## src/rtl/eep_cksum_pkg.sv

```systemverilog
package eep_cksum_pkg;
  typedef enum logic [1:0] {
    OP_READ  = 2'd0,
    OP_WRITE = 2'd1,
    OP_WEN   = 2'd2,
    OP_WDIS  = 2'd3
  } eep_op_e;

  typedef enum logic [2:0] {
    S_IDLE, S_LOAD, S_ISSUE, S_WAIT, S_FIN
  } seq_state_e;

  typedef enum logic [1:0] {
    PH_EN, PH_WORD, PH_DIS
  } seq_phase_e;
endpackage

```

## src/rtl/eep_poll_timer.sv

```systemverilog
module eep_poll_timer #(
  parameter int unsigned POLL_DIV   = 125000,
  parameter int unsigned POLL_LIMIT = 10
) (
  input  logic clk_i,
  input  logic rst_ni,
  input  logic clear_i,
  input  logic run_i,
  output logic tick_o,
  output logic last_o
);
  localparam int PW = (POLL_DIV > 1) ? $clog2(POLL_DIV) : 1;
  localparam int CW = (POLL_LIMIT > 1) ? $clog2(POLL_LIMIT) : 1;

  logic [PW-1:0] pre_q;
  logic [CW-1:0] cnt_q;

  assign tick_o = run_i && (pre_q == PW'(POLL_DIV - 1));
  assign last_o = (cnt_q == CW'(POLL_LIMIT - 1));

  always_ff @(posedge clk_i or negedge rst_ni) begin
    if (!rst_ni) begin
      pre_q <= '0;
      cnt_q <= '0;
    end else if (clear_i) begin
      pre_q <= '0;
      cnt_q <= '0;
    end else if (run_i) begin
      if (tick_o) begin
        pre_q <= '0;
        if (!last_o) cnt_q <= cnt_q + CW'(1);
      end else begin
        pre_q <= pre_q + PW'(1);
      end
    end
  end

  a_r8_sample_bound: assert property (@(posedge clk_i) disable iff (!rst_ni)
    int'(cnt_q) < int'(POLL_LIMIT));
  a_r7_tick_spacing: assert property (@(posedge clk_i) disable iff (!rst_ni)
    (tick_o && POLL_DIV > 1) |=> !tick_o);
endmodule

```

## src/rtl/eep_range_dec.sv

```systemverilog
module eep_range_dec #(
  parameter int unsigned CFG_WORDS   = 21,
  parameter int unsigned TOTAL_WORDS = 64,
  parameter int unsigned AW          = 6
) (
  input  logic [AW-1:0] addr_i,
  output logic          in_cfg_o,
  output logic          is_chk_o,
  output logic          is_last_o
);
  assign in_cfg_o  = addr_i <  AW'(CFG_WORDS);
  assign is_chk_o  = addr_i == AW'(CFG_WORDS);
  assign is_last_o = addr_i == AW'(TOTAL_WORDS - 1);
endmodule

```

## src/rtl/eep_sum_acc.sv

```systemverilog
module eep_sum_acc #(
  parameter int unsigned WORD_W = 16
) (
  input  logic              clk_i,
  input  logic              rst_ni,
  input  logic              clr_i,
  input  logic              add_i,
  input  logic [WORD_W-1:0] word_i,
  output logic [WORD_W-1:0] sum_o
);
  always_ff @(posedge clk_i or negedge rst_ni) begin
    if (!rst_ni)     sum_o <= '0;
    else if (clr_i)  sum_o <= '0;
    else if (add_i)  sum_o <= sum_o + word_i;
  end

  a_r3_clear_zero: assert property (@(posedge clk_i) disable iff (!rst_ni)
    clr_i |=> (sum_o == '0));
  a_r3_hold: assert property (@(posedge clk_i) disable iff (!rst_ni)
    (!clr_i && !add_i) |=> $stable(sum_o));
endmodule

```

## src/rtl/eep_cksum_seq.sv

```systemverilog
module eep_cksum_seq
  import eep_cksum_pkg::*;
#(
  parameter int unsigned WORD_W      = 16,
  parameter int unsigned CFG_WORDS   = 21,
  parameter int unsigned TOTAL_WORDS = 64,
  parameter int unsigned POLL_DIV    = 125000,
  parameter int unsigned POLL_LIMIT  = 10,
  localparam int unsigned AW         = $clog2(TOTAL_WORDS)
) (
  input  logic              clk_i,
  input  logic              rst_ni,
  input  logic              start_i,
  input  logic              write_i,
  output logic              busy_o,
  output logic              done_o,
  output logic              timeout_o,
  output logic [WORD_W-1:0] sum_o,
  output logic              cmd_valid_o,
  output logic [1:0]        cmd_op_o,
  output logic [AW-1:0]     cmd_addr_o,
  input  logic              cmd_done_i,
  output logic              data_ld_o,
  output logic [WORD_W-1:0] eep_wdata_o,
  input  logic [WORD_W-1:0] eep_rdata_i,
  output logic [AW-1:0]     buf_addr_o,
  output logic              buf_we_o,
  output logic [WORD_W-1:0] buf_wdata_o,
  input  logic [WORD_W-1:0] buf_rdata_i
);
  seq_state_e  state_q;
  seq_phase_e  phase_q;
  logic        wr_q;
  logic        timeout_q;
  logic [AW-1:0] addr_q;

  logic in_cfg, is_chk, is_last;
  logic tick, last_poll;
  logic poll_ok, poll_fail, word_done;
  logic acc_clr, acc_add;
  logic [WORD_W-1:0] acc_word;
  eep_op_e op;

  eep_range_dec #(
    .CFG_WORDS(CFG_WORDS), .TOTAL_WORDS(TOTAL_WORDS), .AW(AW)
  ) u_dec (
    .addr_i(addr_q), .in_cfg_o(in_cfg), .is_chk_o(is_chk), .is_last_o(is_last)
  );

  eep_poll_timer #(.POLL_DIV(POLL_DIV), .POLL_LIMIT(POLL_LIMIT)) u_tmr (
    .clk_i(clk_i), .rst_ni(rst_ni),
    .clear_i(state_q == S_ISSUE), .run_i(state_q == S_WAIT),
    .tick_o(tick), .last_o(last_poll)
  );

  assign poll_ok   = tick && cmd_done_i;
  assign poll_fail = tick && !cmd_done_i && last_poll;
  assign word_done = poll_ok && (phase_q == PH_WORD);

  // sum: reads add on completion, writes add when the word is loaded
  assign acc_clr  = (state_q == S_IDLE) && start_i;
  assign acc_add  = in_cfg && ((word_done && !wr_q) || (state_q == S_LOAD));
  assign acc_word = wr_q ? buf_rdata_i : eep_rdata_i;

  eep_sum_acc #(.WORD_W(WORD_W)) u_sum (
    .clk_i(clk_i), .rst_ni(rst_ni), .clr_i(acc_clr), .add_i(acc_add),
    .word_i(acc_word), .sum_o(sum_o)
  );

  always_comb begin
    unique case (phase_q)
      PH_EN:   op = OP_WEN;
      PH_DIS:  op = OP_WDIS;
      default: op = wr_q ? OP_WRITE : OP_READ;
    endcase
  end

  assign cmd_valid_o = (state_q == S_ISSUE);
  assign cmd_op_o    = op;
  assign cmd_addr_o  = addr_q;
  assign data_ld_o   = (state_q == S_LOAD);
  assign eep_wdata_o = is_chk ? sum_o : buf_rdata_i;
  assign buf_addr_o  = addr_q;
  assign buf_we_o    = word_done && !wr_q;
  assign buf_wdata_o = eep_rdata_i;
  assign busy_o      = (state_q != S_IDLE);
  assign done_o      = (state_q == S_FIN);
  assign timeout_o   = timeout_q;

  always_ff @(posedge clk_i or negedge rst_ni) begin
    if (!rst_ni) begin
      state_q   <= S_IDLE;
      phase_q   <= PH_WORD;
      wr_q      <= 1'b0;
      timeout_q <= 1'b0;
      addr_q    <= '0;
    end else begin
      unique case (state_q)
        S_IDLE: if (start_i) begin
          wr_q      <= write_i;
          addr_q    <= '0;
          timeout_q <= 1'b0;
          phase_q   <= write_i ? PH_EN : PH_WORD;
          state_q   <= S_ISSUE;
        end
        S_LOAD:  state_q <= S_ISSUE;
        S_ISSUE: state_q <= S_WAIT;
        S_WAIT: begin
          if (poll_ok) begin
            unique case (phase_q)
              PH_EN: begin
                phase_q <= PH_WORD;
                state_q <= S_LOAD;
              end
              PH_WORD: begin
                if (is_last) begin
                  if (wr_q) begin
                    phase_q <= PH_DIS;
                    state_q <= S_ISSUE;
                  end else begin
                    state_q <= S_FIN;
                  end
                end else begin
                  addr_q  <= addr_q + AW'(1);
                  state_q <= wr_q ? S_LOAD : S_ISSUE;
                end
              end
              default: state_q <= S_FIN;
            endcase
          end else if (poll_fail) begin
            timeout_q <= 1'b1;
            state_q   <= S_FIN;
          end
        end
        default: state_q <= S_IDLE;
      endcase
    end
  end

  a_r5_load_before_write: assert property (@(posedge clk_i) disable iff (!rst_ni)
    (cmd_valid_o && cmd_op_o == 2'd1) |-> $past(data_ld_o));
  a_r2_strobes_exclusive: assert property (@(posedge clk_i) disable iff (!rst_ni)
    $onehot0({cmd_valid_o, data_ld_o, buf_we_o}));
  a_r8_quiet_after_timeout: assert property (@(posedge clk_i) disable iff (!rst_ni)
    timeout_o |-> !(cmd_valid_o || data_ld_o || buf_we_o));
  a_r10_done_pulse: assert property (@(posedge clk_i) disable iff (!rst_ni)
    done_o |=> (!done_o && !busy_o));
  a_r9_dir_held: assert property (@(posedge clk_i) disable iff (!rst_ni)
    (busy_o && $past(busy_o)) |-> $stable(wr_q));
  a_r1_idle_quiet: assert property (@(posedge clk_i) disable iff (!rst_ni)
    !busy_o |-> !(cmd_valid_o || data_ld_o || buf_we_o));
endmodule

```

## config.mk

```make
export PLATFORM = sky130hd
export DESIGN_NAME = eep_cksum_seq
export DESIGN_NICKNAME = d
export VERILOG_FILES = /design/src/rtl/eep_cksum_pkg.sv /design/src/rtl/eep_poll_timer.sv /design/src/rtl/eep_range_dec.sv /design/src/rtl/eep_sum_acc.sv /design/src/rtl/eep_cksum_seq.sv
export SDC_FILE = /design/constraint.sdc
export NUM_CORES = 1
export LEC_CHECK = 0
export BUFFER_PORTS_ARGS = -buffer_cell sky130_fd_sc_hd__buf_2
export CAP_MARGIN = 30
export CORE_MARGIN = 2
export CORE_UTILIZATION = 49
export CTS_CLUSTER_SIZE = 8
export DETAILED_ROUTE_END_ITERATION = 10
export PLACE_DENSITY_LB_ADDON = 0.2
export SLEW_MARGIN = 20
export SYNTH_ARGS = -nofsm -noshare
export SYNTH_HDL_FRONTEND = slang
export SYNTH_SLANG_ARGS = --single-unit
```

## constraint.sdc

```tcl
create_clock -name clk_i -period 3.7 [get_ports clk_i]
set_clock_uncertainty 0.2 [all_clocks]
set_input_delay 0.74 -clock clk_i [delete_from_list [all_inputs] [get_ports clk_i]]
set_output_delay 0.74 -clock clk_i [all_outputs]
set_load 0.01 [all_outputs]
```

* After elaboration in Yosys (flattened, before gate mapping) *
Cells that the tools add are included.

operators by class
  $add $sub $neg = 4
  order comparisons = 1
  eq/ne operators = 21
  mux-type cells = 37
  reduce and logical (&&, ||, !) cells = 24

operators by type and width
  cell                   number
  $mux 16                4
  $mux 17                3
  $mux 6                 4
  $add 17x1->17 const B  1
  $eq 17x17->1 const B   1
  $add 16x16->16         1
  $mux 4                 4
  $mux 3                 5
  $ne 2x2->1 const B     7
  $ne 3x3->1 const B     4
  $pmux 2 s2             3
  $pmux 3 s4             1
  $pmux 6 s2             1
  $mux 2                 5
  $logic_and 1x1->1      8
  $reduce_bool 2->1      4
  $add 6x1->6 const B    1
  $eq 3x2->1 const B     2
  $eq 6x5->1 const B     1
  $eq 6x6->1 const B     1
  $lt 6x5->1 const B     1
  $pmux 3 s2             1
  $reduce_and 6->1       1
  $mux 1                 5
  other kinds (16)       18

word-level totals
  bits in registers = 50
  bits of input ports = 37
  output and inout bits = 68
  word-level logic and storage cells = 95

* Logic depth before layout (Yosys ltp) *
  word-level depth = 9
  gate-level depth with buffers = 11
  gate-level depth less buffers = 10

* Cells and area by module *
A second synthesis with hierarchy kept.

second synthesis, totals
  cell total of the unflattened synthesis = 431
  area total of the unflattened synthesis = 3,993.8 um^2

by module, submodules not included
  module          times used  cells each  area each (um^2)  sequential area each (um^2)
  eep_cksum_seq   1           148         1,388.8           326.6
  eep_sum_acc     1           152         1,387.6           400.4
  eep_poll_timer  1           125         1,174.9           525.5
  eep_range_dec   1           6           42.5              0.0

* Least setup slack after synthesis *
OpenSTA, ideal clock, no wires.

  kind = register to register
  from = register wr_q
  to = register u_sum.sum_o[15]
  library setup time = 0.131 ns
  arrival = 3.159 ns
  data required time = 3.369 ns
  path slack = 0.210 ns
  cell stages (with the launch flop) = 12
  path buffers = 3
  clock period less this slack = 3.490 ns
  cells stage by stage = dfrtp_1 -> clkbuf_1 -> clkbuf_1 -> mux2_2 -> ha_1 -> buf_2 -> nand2_1 -> or3b_1 -> o22a_1 -> a31oi_1 -> mux2i_1 -> or3_1

between the ends
  word-level cells in the longest chain between the ends = 5
  elaborated cells on any way between the ends = 9
  those cells by class = add/sub: 1; mux: 3; reduce/logical: 5

RTL lines
  what                                                                    RTL line              text
  start, declared                                                         eep_cksum_seq.sv:33   logic wr_q;
  start signal, assigned                                                  eep_cksum_seq.sv:100  wr_q <= write_i;
  parallel branches: the longest is 5 deep, another holds $add 16x16->16  -
  end signal, assigned                                                    eep_sum_acc.sv:14     else if (add_i) sum_o <= sum_o + word_i;
  end, declared                                                           eep_sum_acc.sv:9      output logic [WORD_W-1:0] sum_o

Parallel ways; which one is timed is not known. The select of a mux whose other input is x is not followed.
A chain may end at the register's enable or synchronous reset.

* Worst setup path after layout *
Ends and elaborated chain as after synthesis.

==> results.cfg <==
[floorplan]
fp.coreArea_sq_um = 7730
initial_utilization = 0.507
pin_count = 105
die_height_um = 93.4
fp-row-count = 32
die_w_um = 93.4
die_area_sq_um = 8730

[power]
internal-power_uw = 1570
p_sw_uw = 1330
ir_drop_v = 0.000362
p_leak_uw = 0.00216
switching_share = 0.458
pwr-share-clk = 0.116
pwr-share-seq = 0.288
pwr_density_cell_nw_per_um2 = 647
power_frac_comb = 0.596

[setup_path]
cp-start-kind = flop
crit_type = reg -> reg
cpLargestDelayFamily = simple AND/OR/NAND/NOR gates
critical-path-slowest-cell = dfrtp_1
cp.required_ps = 3690
endpoint_kind = flop
worstPathCellList = buf_12 > mux2_2 > ha_1 > nand2_1 > or3b_1 > o22a_1 > a31oi_1 > mux2i_1 > or3_1
max_stage_delay_ps = 550
cp.arrival_ps = 3260
cp_max_fo = 17
crit_buf_inv = 1

[timing]
worst_pin_slew_ps = 762
hold_viol = 0
layout_min_cycle_time_ps = 3270
clock.fmax_ghz = 0.306
rsz0062_at_grt = no
drv_slew = 0
fin_tns_setup_ps = 0
slew_headroom = 0.490
fin_hold_ws_ps = 263
post-route-period-util = 0.885
setup_violations = 0

[yosys]
synth_edf_count = 0
syn_area_per_cell_sq_um = 8.87
synthTopCellsByArea = dfrtp_1, mux2_2, ha_1
yosys-top-cells-count = dfrtp_1, o21ai_0, nand2_1, mux2_2, nand3_1
synth_area_leader_cell = dfrtp_1
seq_area_frac_synth = 0.320
syn_area_sq_um = 3920
ys_seq_elements = 50
synth_cell_types = 59
synth_ff_type = dfrtp_1
yosysTopAreaCellShare = 0.313
syn-num-nets = 503
synthArstFlopShare = 1.00
yosysMostFrequentCell = dfrtp_1
syn-instance-count = 442
synth_warnings = 0

[cells_and_area]
layout-drive-gt1-share = 0.307
n_antenna_cell = 0
area_delta_synth_final_pct = 14.4
final_cell_count_no_fill = 624
num-nets-final = 582
finalInstanceArea_sq_um = 4480

[detailed_routing]
viasPerCell = 5.66
drc = 0
antenna_left = 0
wirelength_mm = 9.13
drt_first_pass_iters = 5
first_iter_violations = 131
vias = 3534
wl_per_cell_um = 14.6

[place]
placed_cell_area_sq_um = 4390
place_inst = 616
dp_hpwl_mm = 6.81
gp_congestion = 0.952
io_buffer_count = 104

[cts]
cts-root-buf = clkbuf_8
cts_sinks = 50
hold_buffers = 0
clk_pin_slew_ps = 90
cts_resized = 0
ctsLongestPathBuffers = 2
cts_max_level = 2
cts_buffers = 5
cts_tree = done
clkLatencyLatePin_ps = 310
post_cts_buffers = 0

[job]
cap_viol_max_count = 0

[grt]
grt-ovfl-total = 0
grt_use_total = 0.219
grt_pass1_wl_mm = 15.5
grt_pass1_vias = 3354
antenna_found_initial = 0
grt_start_max_net_pins = 31

[status]
status = complete, no violations

[worst_hold_path]
hold_class = in -> async
[per-stage QoR]
step	util	total power, uW	setup WS, ps
after floorplan	-	2120	210
after global placement	0.568	2520	513
after detailed placement	0.568	2560	444
after CTS	0.580	2910	447
after global routing	0.580	3170	307
final	0.580	2900	427
[flip-flops by register name (all words and copies together), names as in the netlist]
register     cells
state_q          3
u_sum.sum_o     16
wr_q             1
phase_q          2
timeout_o        1
u_tmr.pre_q     17
u_tmr.cnt_q      4
buf_addr_o       6
[routing by layer]
layer / wire length (um) / up-vias / track usage / share of wire
met4: 121 / 0 / 0.0539 / 0.013
met2: 4420 / 101 / 0.370 / 0.48
li1: - / 1754 / - / -
met1: 4100 / 1668 / 0.292 / 0.45
met5: 0 / - / 0 / 0
met3: 480 / 11 / 0.0363 / 0.053
[layout by cell type, fill, tap and decap left out, types with 3 or more instances in the layout]
master / n
o21ai_1: 11
xor2_1: 11
a211oi_1: 3
nor2b_1: 3
and3_1: 7
a21o_1: 9
xnor2_1: 4
clkbuf_8: 6
a31oi_1: 3
buf_4: 6
o31ai_1: 5
nand2_1: 34
o41ai_1: 3
o21ai_0: 42
inv_1: 19
ha_1: 23
nand2b_1: 4
mux2_2: 33
dfrtp_1: 49
nand4_1: 10
a21oi_1: 20
and4_1: 3
nor3_1: 8
nor2_1: 24
o211ai_1: 4
buf_2: 104
nand3_1: 26
and2_1: 3
o21a_1: 4
mux2i_1: 5
[power groups by stage]
stage / clock [uW] / combinational, uW / sequential (uW)
floorplan: 0 / 1280 / 836
global placement: 0 / 1690 / 833
detailed placement: 0 / 1720 / 842
CTS: 345 / 1730 / 832
global route: 367 / 1950 / 859
finish: 337 / 1730 / 834
[final timing paths]
check	startpoint	slack, ps	end	cells past startpoint
hold / removal	rst_ni	260	u_tmr.pre_q[10]	1
setup / recovery	wr_q	430	u_sum.sum_o[15]	9
min in group clk_i	u_tmr.pre_q[0]	330	u_tmr.pre_q[0]	1
hold reg to reg	u_tmr.pre_q[0]	330	u_tmr.pre_q[0]	1
setup reg to reg	wr_q	430	u_sum.sum_o[15]	9
max in group asynchronous	rst_ni	2280	timeout_o	2
[cells by family after synthesis]
family / count (synthesis) / share of synthesized area
flops: 50 / 0.320
buf+inv: 58 / 0.0798
xor+xnor: 15 / 0.0335
fa+ha+maj: 24 / 0.0785
simple gates: 139 / 0.198
mux: 38 / 0.108
compound gates: 118 / 0.183
[layout make-up]
class	count	area, sq um
Clock inverter	1	5.00
Timing Repair Buffer	111	586
Fill cell	725	3250
Clock buffer	7	86.3
Inverter	19	71.3
Sequential cell	50	1250
Tap cell	102	128
Multi-Input combinational cell	334	2350
No activity file was read; power rests on OpenSTA's default activity.
